### config.mk
export PLATFORM = sky130hd
export DESIGN_NAME = narrow_rto_conv
export DESIGN_NICKNAME = d
export VERILOG_FILES = /design/src/rtl/rto_pkg.sv /design/src/rtl/rto_classify.sv /design/src/rtl/rto_pack.sv /design/src/rtl/rto_sticky.sv /design/src/rtl/narrow_rto_conv.sv
export SDC_FILE = /design/constraint.sdc
export NUM_CORES = 1
export LEC_CHECK = 0
export ABC_CLOCK_PERIOD_IN_PS = 5200
export BUFFER_PORTS_ARGS = -buffer_cell sky130_fd_sc_hd__buf_2
export CELL_PAD_IN_SITES_DETAIL_PLACEMENT = 0
export CELL_PAD_IN_SITES_GLOBAL_PLACEMENT = 1
export CORE_MARGIN = 4
export CORE_UTILIZATION = 48
export CTS_CLUSTER_DIAMETER = 200
export DETAILED_ROUTE_END_ITERATION = 10
export GPL_TIMING_DRIVEN = 0
export PLACE_DENSITY_LB_ADDON = 0.1
export SLEW_MARGIN = 20
export SYNTH_ARGS = -nofsm -noshare
export SYNTH_HDL_FRONTEND = slang
export SYNTH_SLANG_ARGS = --single-unit
### constraint.sdc
create_clock -name clk -period 5.2 [get_ports clk]
set_clock_uncertainty 0.2 [all_clocks]
set_input_delay 0.78 -clock clk [delete_from_list [all_inputs] [get_ports clk]]
set_output_delay 0.78 -clock clk [all_outputs]
set_load 0.01 [all_outputs]
### src/rtl/rto_pkg.sv
package rto_pkg;
  localparam int DBL_EXP_W  = 11;
  localparam int DBL_FRAC_W = 52;
  localparam int SGL_EXP_W  = 8;
  localparam int SGL_FRAC_W = 23;
  localparam int FLAG_W     = 4;

  // status bit positions
  localparam int FLG_INX = 0;
  localparam int FLG_UDF = 1;
  localparam int FLG_OVF = 2;
  localparam int FLG_INV = 3;

  typedef enum logic [2:0] {
    CLS_ZERO = 3'd0,
    CLS_INF  = 3'd1,
    CLS_NAN  = 3'd2,
    CLS_NORM = 3'd3,
    CLS_SUB  = 3'd4,
    CLS_OVF  = 3'd5
  } rto_cls_e;
endpackage

### src/rtl/rto_classify.sv
// Stage 1: split the operand, sort it into a result class and
// precompute exponent and denormalising shift.
module rto_classify
  import rto_pkg::*;
#(
  parameter int IEW  = DBL_EXP_W,
  parameter int IFW  = DBL_FRAC_W,
  parameter int OEW  = SGL_EXP_W,
  parameter int OFW  = SGL_FRAC_W,
  parameter int SH_W = 6
) (
  input  logic                  clk,
  input  logic                  rst,
  input  logic                  in_valid,
  input  logic [IEW+IFW:0]      in_data,
  output logic                  s1_valid,
  output logic                  s1_sign,
  output rto_cls_e              s1_cls,
  output logic [OEW-1:0]        s1_exp,
  output logic [IFW:0]          s1_sig,
  output logic [SH_W-1:0]       s1_shift,
  output logic                  s1_snan
);
  localparam int BIAS_IN   = (1 << (IEW - 1)) - 1;
  localparam int BIAS_OUT  = (1 << (OEW - 1)) - 1;
  localparam int BIAS_DIFF = BIAS_IN - BIAS_OUT;
  localparam int OVF_E     = BIAS_DIFF + (1 << OEW) - 1;
  localparam int SH_BASE   = BIAS_DIFF + 1 + IFW - OFW;
  localparam int SH_MAX    = (1 << SH_W) - 1;

  logic             sign_c;
  logic [IEW-1:0]   exp_c;
  logic [IFW-1:0]   frac_c;
  logic [IEW:0]     sh_full;
  logic [SH_W-1:0]  sh_c;
  rto_cls_e         cls_c;

  assign sign_c  = in_data[IEW+IFW];
  assign exp_c   = in_data[IFW +: IEW];
  assign frac_c  = in_data[IFW-1:0];
  assign sh_full = (IEW+1)'(SH_BASE) - {1'b0, exp_c};
  assign sh_c    = (sh_full > (IEW+1)'(SH_MAX)) ? SH_W'(SH_MAX) : sh_full[SH_W-1:0];

  always_comb begin
    if (&exp_c) begin
      cls_c = (frac_c == '0) ? CLS_INF : CLS_NAN;
    end else if (exp_c == '0 && frac_c == '0) begin
      cls_c = CLS_ZERO;
    end else if (exp_c >= IEW'(OVF_E)) begin
      cls_c = CLS_OVF;
    end else if (exp_c <= IEW'(BIAS_DIFF)) begin
      cls_c = CLS_SUB;
    end else begin
      cls_c = CLS_NORM;
    end
  end

  always_ff @(posedge clk) begin
    if (rst) begin
      s1_valid <= 1'b0;
      s1_sign  <= 1'b0;
      s1_cls   <= CLS_ZERO;
      s1_exp   <= '0;
      s1_sig   <= '0;
      s1_shift <= '0;
      s1_snan  <= 1'b0;
    end else begin
      s1_valid <= in_valid;
      if (in_valid) begin
        s1_sign  <= sign_c;
        s1_cls   <= cls_c;
        s1_exp   <= OEW'(exp_c - IEW'(BIAS_DIFF));
        s1_sig   <= {(exp_c != '0), frac_c};
        s1_shift <= sh_c;
        s1_snan  <= ~frac_c[IFW-1];
      end
    end
  end
endmodule

### src/rtl/rto_pack.sv
// Stage 2: truncate, force the odd bit on lost precision, pack.
module rto_pack
  import rto_pkg::*;
#(
  parameter int IEW  = DBL_EXP_W,
  parameter int IFW  = DBL_FRAC_W,
  parameter int OEW  = SGL_EXP_W,
  parameter int OFW  = SGL_FRAC_W,
  parameter int SH_W = 6
) (
  input  logic                  clk,
  input  logic                  rst,
  input  logic                  s1_valid,
  input  logic                  s1_sign,
  input  rto_cls_e              s1_cls,
  input  logic [OEW-1:0]        s1_exp,
  input  logic [IFW:0]          s1_sig,
  input  logic [SH_W-1:0]       s1_shift,
  input  logic                  s1_snan,
  output logic                  nxt_valid,
  output logic [FLAG_W-1:0]     nxt_flags,
  output logic                  out_valid,
  output logic [OEW+OFW:0]      out_data
);
  localparam int SIG_W = IFW + 1;
  localparam int OUT_W = OEW + OFW + 1;

  logic [OFW-1:0]   sub_frac;
  logic [SIG_W-1:0] lost_mask;
  logic             sub_lost;
  logic [OFW-1:0]   nrm_frac;
  logic             nrm_lost;
  logic [OUT_W-1:0] res_c;

  assign sub_frac  = OFW'(s1_sig >> s1_shift);
  assign lost_mask = ~({SIG_W{1'b1}} << s1_shift);
  assign sub_lost  = |(s1_sig & lost_mask);
  assign nrm_frac  = s1_sig[IFW-1 -: OFW];
  assign nrm_lost  = |s1_sig[IFW-OFW-1:0];
  assign nxt_valid = s1_valid;

  always_comb begin
    nxt_flags = '0;
    res_c     = '0;
    unique case (s1_cls)
      CLS_ZERO: res_c = {s1_sign, {(OEW+OFW){1'b0}}};
      CLS_INF:  res_c = {s1_sign, {OEW{1'b1}}, {OFW{1'b0}}};
      CLS_NAN: begin
        res_c              = {s1_sign, {OEW{1'b1}}, 1'b1, s1_sig[IFW-2 -: OFW-1]};
        nxt_flags[FLG_INV] = s1_snan;
      end
      CLS_OVF: begin
        res_c              = {s1_sign, {(OEW-1){1'b1}}, 1'b0, {OFW{1'b1}}};
        nxt_flags[FLG_OVF] = 1'b1;
        nxt_flags[FLG_INX] = 1'b1;
      end
      CLS_NORM: begin
        res_c              = {s1_sign, s1_exp, nrm_frac[OFW-1:1], nrm_frac[0] | nrm_lost};
        nxt_flags[FLG_INX] = nrm_lost;
      end
      CLS_SUB: begin
        res_c              = {s1_sign, {OEW{1'b0}}, sub_frac[OFW-1:1], sub_frac[0] | sub_lost};
        nxt_flags[FLG_UDF] = sub_lost;
        nxt_flags[FLG_INX] = sub_lost;
      end
      default: res_c = '0;
    endcase
  end

  always_ff @(posedge clk) begin
    if (rst) begin
      out_valid <= 1'b0;
      out_data  <= '0;
    end else begin
      out_valid <= s1_valid;
      if (s1_valid) out_data <= res_c;
    end
  end
endmodule

### src/rtl/rto_sticky.sv
// Accumulating exception status with clear.
module rto_sticky
  import rto_pkg::*;
#(
  parameter int FW = FLAG_W
) (
  input  logic          clk,
  input  logic          rst,
  input  logic          clear,
  input  logic          upd,
  input  logic [FW-1:0] new_flags,
  output logic [FW-1:0] flags
);
  logic [FW-1:0] incoming;
  assign incoming = upd ? new_flags : '0;

  always_ff @(posedge clk) begin
    if (rst)        flags <= '0;
    else if (clear) flags <= incoming;
    else            flags <= flags | incoming;
  end
endmodule

### src/rtl/narrow_rto_conv.sv
module narrow_rto_conv
  import rto_pkg::*;
#(
  parameter int IEW = DBL_EXP_W,
  parameter int IFW = DBL_FRAC_W,
  parameter int OEW = SGL_EXP_W,
  parameter int OFW = SGL_FRAC_W
) (
  input  logic                   clk,
  input  logic                   rst,
  input  logic                   in_valid,
  input  logic [IEW+IFW:0]       in_data,
  input  logic                   flag_clear,
  output logic                   out_valid,
  output logic [OEW+OFW:0]       out_data,
  output logic [FLAG_W-1:0]      flags
);
  localparam int SH_W = $clog2(IFW + 2);

  logic              s1_valid, s1_sign, s1_snan;
  rto_cls_e          s1_cls;
  logic [OEW-1:0]    s1_exp;
  logic [IFW:0]      s1_sig;
  logic [SH_W-1:0]   s1_shift;
  logic              nxt_valid;
  logic [FLAG_W-1:0] nxt_flags;

  rto_classify #(.IEW(IEW), .IFW(IFW), .OEW(OEW), .OFW(OFW), .SH_W(SH_W)) u_cls (
    .clk(clk), .rst(rst), .in_valid(in_valid), .in_data(in_data),
    .s1_valid(s1_valid), .s1_sign(s1_sign), .s1_cls(s1_cls), .s1_exp(s1_exp),
    .s1_sig(s1_sig), .s1_shift(s1_shift), .s1_snan(s1_snan)
  );

  rto_pack #(.IEW(IEW), .IFW(IFW), .OEW(OEW), .OFW(OFW), .SH_W(SH_W)) u_pack (
    .clk(clk), .rst(rst), .s1_valid(s1_valid), .s1_sign(s1_sign), .s1_cls(s1_cls),
    .s1_exp(s1_exp), .s1_sig(s1_sig), .s1_shift(s1_shift), .s1_snan(s1_snan),
    .nxt_valid(nxt_valid), .nxt_flags(nxt_flags),
    .out_valid(out_valid), .out_data(out_data)
  );

  rto_sticky #(.FW(FLAG_W)) u_sticky (
    .clk(clk), .rst(rst), .clear(flag_clear), .upd(nxt_valid),
    .new_flags(nxt_flags), .flags(flags)
  );
endmodule

Word level (Yosys, flattened, before mapping) --
Cells that the tools add are included.
Cells by class: $add $sub $neg 2, muxes and demuxes 13, multipliers 0, shift-type cells 2, div/mod/pow operators 0, equal/unequal tests 5, reduce and logical (&&, ||, !) cells 8, magnitude comparators 3, bitwise logic cells 6
Operators by type and width (count):
- $pmux W32 S6 | 1
- $and A53 B53 Y53 | 1
- $not A53 Y53 | 1
- $reduce_or A53 Y1 | 1
- $shl A53 B6 Y53 const A | 1
- $shr A53 B6 Y23 | 1
- $logic_not A52 Y1 | 1
- $reduce_or A29 Y1 | 1
- $gt A12 B6 Y1 const B | 1
- $mux W3 | 4
- $sub A10 B11 Y12 const A | 1
- $ge A11 B11 Y1 const B | 1
- $le A11 B10 Y1 const B | 1
- $logic_not A11 Y1 | 1
- $reduce_and A11 Y1 | 1
- $reduce_bool A11 Y1 | 1
- $mux W4 | 2
- $sub A8 B8 Y8 const B | 1
- $eq A3 B2 Y1 const B | 2
- $eq A3 B3 Y1 const B | 2
- $mux W6 | 1
- $or A4 B4 Y4 | 1
- $eq A3 B1 Y1 const B | 1
- $logic_not A3 Y1 | 1
- 6 further kinds | 9
Word-level totals: latch bits 0, RAM bits 0, input bits 68, flip-flop bits (word level) 110, memories 0, output and inout port bits 37, ROM bits 0

Longest topological paths before layout --
depth in word-level cells 8, mapped depth 11

Cells and area by module --
From an unflattened synthesis, not the netlist that was laid out.
Second synthesis, totals: cells, all modules 931, area, all modules 8328.0 um2
Modules (own cells, without submodules):
- rto_pack | area an instance 5252.5 um2, times used 1, cells each 624, seq. area each 660.6 um2
- rto_classify | area an instance 2935.3 um2, times used 1, cells each 291, seq. area each 1461.4 um2
- rto_sticky | area an instance 140.1 um2, times used 1, cells each 16, seq. area each 80.1 um2

Worst setup path after synthesis --
OpenSTA, ideal clock, no wires.
path kind input -> register, start point in in_data[52], end point reg u_cls.s1_cls[2], setup time 0.070 ns, stages on the path 9, slack 2.482 ns, required time 4.930 ns, arrival time 2.447 ns, path through inv_1 -> ha_1 -> or4b_2 -> nor4_1 -> nor3_1 -> a21oi_1 -> o21ai_0 -> a211o_1 -> a21oi_1
Between the ends: cells in the longest elaborated chain, start to end 5, elaborated cells between the ends (all ways) 9, those cells by class order compare: 2; mux: 4; reduce/logical: 3
RTL lines:
- start, declared | RTL line narrow_rto_conv.sv:12 | input logic [IEW+IFW:0] in_data,
- $le A11 B10 Y1 | RTL line rto_classify.sv:51 | end else if (exp_c <= IEW'(BIAS_DIFF)) begin
- $mux W3 | RTL line rto_classify.sv:51
- $mux W3 | RTL line rto_classify.sv:49 | end else if (exp_c >= IEW'(OVF_E)) begin
- $mux W3 | RTL line rto_classify.sv:47 | end else if (exp_c == '0 && frac_c == '0) begin
- $mux W3 * | RTL line rto_classify.sv:45 | if (&exp_c) begin
- end signal, assigned | RTL line rto_classify.sv:71 | s1_cls <= cls_c;
- end, declared | RTL line rto_classify.sv:18 | output rto_cls_e s1_cls,
Mark *: on every way between the ends. The rest lies on a longest branch, timed or not. A chain may end at the register's enable or synchronous reset.

Final worst setup path --
start point reg u_cls.s1_shift[4], end point reg u_pack.out_data[4]
Between the ends: cells in the longest elaborated chain, start to end 2
RTL lines:
- start, declared | RTL line rto_classify.sv:21 | output logic [SH_W-1:0] s1_shift,
- start signal, assigned | RTL line rto_classify.sv:65 | s1_shift <= '0;
- start signal, assigned | RTL line rto_classify.sv:74 | s1_shift <= sh_c;
- $shr A53 B6 Y23 | RTL line rto_pack.sv:35 | assign sub_frac = OFW'(s1_sig >> s1_shift);
- $pmux W32 S6 | RTL line rto_pack.sv:45 | unique case (s1_cls)
- end signal, assigned | RTL line rto_pack.sv:76 | if (s1_valid) out_data <= res_c;
- end, declared | RTL line rto_pack.sv:23 | output logic [OEW+OFW:0] out_data
Every way passes these cells.

==> Flow_metrics.wiki <==
{| class="wikitable"
! Metric !! Value
|-
| Number of diodes added for antenna fixing || 0
|-
| Peak per-stage delay on the critical path || approximately 630 ps
|-
| Startpoint of the worst-slack reg-to-reg timing path || u_cls.s1_shift[4]
|-
| Maximum level of the CTS H-tree || 3
|-
| Core area || roughly 17,000 um^2
|-
| Final core utilization || a little under three fifths
|-
| RSZ-0062 raised after global routing || no
|-
| Clock buffer count from CTS || 9
|-
| Final Max Slew Viols || 0
|-
| Tightest Pin Transition || 947 ps
|-
| Terminus of the critical flop-to-flop path || u_pack.out_data[4]
|-
| DRT iter0 DRCs || 1,341
|-
| Number of port buffers || 103
|-
| Total power density per cell area || 253 nW/um^2
|-
| Final-layout fill cell count || 1,725
|-
| Count of vias placed by the detailed router || around 9,500
|-
| Detailed-placement wirelength estimate || around 28,000 um
|-
| Count of flip-flops with a built-in enable after synthesis || 0
|-
| Hold Crit Depth || 2
|-
| Die Ht || 142 um
|-
| Total wire length after detailed routing || 37,200 um
|-
| Pre-CTS setup slack || 1800 ps
|-
| Number of hold-repair buffers added at the cts stage || 0
|-
| Number of cell instances on the worst register-to-register path || 8
|-
| CTS tree || built
|-
| Endpoint required time on the critical path || 5230 ps
|-
| Max Cap Viol || 0
|-
| Primary flip-flop cell chosen by synthesis mapping || sky130_fd_sc_hd__dfxtp_1
|-
| Avg Vias per Cell || 6.85
|-
| Clock Sink Count || 110
|-
| Power dissipated by switching net loads || between 0.9 and 1 mW
|-
| CP Class || reg -> reg
|-
| Headroom to the max-slew limit || 36.7%
|-
| Cell count after synthesis || roughly 1,000
|-
| Horizontal die dimension || 142 um
|-
| Worst-case hold path end point || u_sticky.flags[3]
|-
| Number of global-route vias before repair || 9,028
|-
| Number of unique standard cell types used by synthesis || 72
|-
| Ports placed on the boundary || 105
|-
| Per-cell routed wire length || 26.9 um
|-
| Count of nets after finishing || 1,226
|-
| Switching power share of the total || 37.8%
|-
| DRC violations left || 0
|-
| Die outline area || 20,100 um^2
|-
| Cells after DPL || 1,369
|-
| Average instance area after synthesis || approximately 8.3 um^2
|-
| Setup bufs post-CTS || 0
|-
| Time the final worst path needs with I/O delays and setup || 3580 ps
|-
| Startpoint type of the worst setup path || flip-flop
|-
| Part of the power in registers || 39.3%
|-
| Highest clock rate || 0.279 GHz
|-
| Starting density of the core || 49.4%
|-
| Proportion of layout cells with a drive suffix above 1 || a little under a fifth
|-
| Reg-to-reg slack, setup || 1620 ps
|-
| Layout overhead on the synthesized area || 12.8%
|-
| Proportion of power drawn by the clock network || a little under 30%
|-
| Antenna violations before repair || 0
|-
| Run status || finished, final reports clean
|-
| Count of instances resized after the clock tree is built || 0
|-
| Asr flop ratio synth || 0%
|-
| Global-route wire length before repair || around 56,000 um
|-
| Cell Count, Final, Fillers Out || 1,385
|-
| Post-layout worst setup margin || 1620 ps
|-
| Standard-cell row count || 48
|-
| Static leakage power || 3.95 nW
|-
| CTS root buffer || sky130_fd_sc_hd__clkbuf_16
|-
| Number of synthesized register bits || 110
|-
| Combinational fraction of design power || a little under a third
|-
| Category of the worst setup path capture point || flip-flop
|-
| Clk slew on worst S/H paths || 80 ps
|-
| Arrival time worst endpoint || ~3600 ps
|-
| Crit-path cells || buf_2 > buf_1 > buf_2 > clkbuf_1 > buf_1 > a21oi_1 > o211ai_1 > o211ai_1
|-
| Post-synth design cell area || 8610 um^2
|-
| Cell at the slowest stage of the critical path || sky130_fd_sc_hd__buf_1
|-
| Beginning of the worst hold path || u_sticky.flags[3]
|-
| Kind of path behind the tightest hold check || reg -> reg
|-
| Synthesized netlist net count || 1,112
|-
| Router iterations before antenna repair || 6
|-
| Final Hold Vio Count || 0
|-
| Final RePlAce weighted congestion || 1.05
|-
| Period utilization || 68.9%
|-
| Crit path max fanout || 10
|-
| Number of routed nets with antenna violations || 0
|-
| Post-route cell area || 9720 um^2
|-
| Total cell area at the placement stage || 9420 um^2
|-
| Overall global routing resource usage || between 30% and 40%
|-
| Global route overflow || 0
|-
| Worst IR drop on VDD || 0.251 mV
|-
| Maximum number of pins on one net before global-route repair || 22
|-
| Cell Int Power || between 1.5 and 2 mW
|-
| Longest Clk Path Bufs || 2
|-
| Share of the yosys chip area belonging to registers || 25.6%
|-
| Number of warnings printed during yosys synthesis || 0
|-
| Final total negative setup slack || 0 ps
|-
| Later-pin clock latency in the skew report || about 370 ps
|-
| Endpoints failing setup || 0
|}
-- power by group through the flow --
stage | logic (mW) | clock network [mW] | registers (mW)
after global routing | 0.819 | 0.756 | 0.966
after detailed placement | 0.746 | 0 | 0.977
after global placement | 0.748 | 0 | 0.976
after floorplan | 0.500 | 0 | 0.947
after CTS | 0.750 | 0.718 | 0.957
final | 0.780 | 0.710 | 0.964
-- area by class of cell --
cell class	count	area (um^2)	area share [%]
multi-input cells	820	5890	60.6
flip-flops and latches	110	2200	22.7
repair buffers	103	515	5.30
plain buffers	97	478	4.92
well taps	225	282	2.90
clock buffers	9	225	2.32
clock inverters	7	77.6	0.798
inverters	14	52.6	0.541
-- placed cells by master, fill, tap and decap left out, drive strengths merged, types with 6 or more instances in the layout --
cell / n
a211oi: 25
a21oi: 67
a221oi: 10
a22o: 6
a22oi: 7
a311oi: 7
a31oi: 7
and2: 12
buf: 153
clkbuf: 55
clkinv: 6
dfxtp: 110
inv: 15
mux2: 25
mux2i: 122
mux4: 36
nand2: 98
nand2b: 6
nand3: 19
nand4: 8
nor2: 131
nor2b: 10
nor3: 18
nor4: 25
o211ai: 18
o21ai: 69
o22ai: 7
o31ai: 6
-- synthesized netlist by cell type (all sizes together), types with 12 or more instances --
cell type,instances,share of area (%)
dfxtp,110,26
mux4,36,9.8
o211ai,18,1.6
a211oi,25,2.2
nor4,25,1.8
mux2i,122,14
nand3,19,1.1
o21ai,69,4.0
and2,12,0.87
inv,12,0.52
nand2,98,4.3
mux2,25,3.3
clkbuf,46,2.0
nor2,131,5.7
nor3,18,1.0
a21oi,67,3.9
buf,50,3.4
-- cells by family (layout without fill, tap and decap cells) --
logic type | after synthesis | in the layout | synth area share, %
AND/OR/NAND/NOR | 351 | 351 | 18.7
flip-flops | 110 | 110 | 25.6
multiplexers | 183 | 183 | 27.3
adder cells (fa/ha/maj) | 6 | 6 | 0.785
AO/OA/AOI/OAI | 276 | 276 | 21.1
buffers and inverters | 111 | 230 | 6.16
XOR/XNOR | 4 | 4 | 0.407
-- sequential cells by signal, indices dropped and copies added (netlist names) --
register and count:
u_cls.s1_sig 53, u_pack.out_data 32, u_cls.s1_exp 8, u_cls.s1_shift 6, u_sticky.flags 4, u_cls.s1_cls 3
u_cls.s1_sign 1, u_cls.s1_snan 1, u_cls.s1_valid 1, u_pack.out_valid 1
-- worst max-delay path by stage --
stage / from / end
after global placement: u_cls.s1_shift[4] / u_pack.out_data[18]
final: u_cls.s1_shift[4] / u_pack.out_data[4]
after global routing: u_cls.s1_shift[4] / u_pack.out_data[18]
after detailed placement: u_cls.s1_shift[4] / u_pack.out_data[18]
after CTS: u_cls.s1_shift[4] / u_pack.out_data[18]
after floorplan: in_data[52] / u_cls.s1_cls[2]
-- per-stage QoR --
stage          power (mW)  hold slack, ps
4_1_cts              2.43             255
3_5_place_dp         1.72             242
3_3_place_gp         1.72             228
6_report             2.45             255
5_1_grt              2.54             267
2_1_floorplan        1.45             254
-- layer usage --
metal | part of all wire [%] | vias to the layer above | wire, um | global-route usage (%)
li1 | - | 4140 | - | -
met1 | 40 | 4470 | 14800 | 48.7
met2 | 42 | 719 | 15600 | 54.0
met3 | 12 | 160 | 4280 | 8.43
met4 | 6.6 | 0 | 2450 | 19.6
met5 | 0 | - | 0 | 0
-- critical path, delay by kind of cell (launching register included) --
kind | cells | cell delay, ps
AO/OA/AOI/OAI | 3 | 660
flip-flops | 1 | 320
buffers and inverters | 5 | 2260
(Power assumes the default switching activity.)
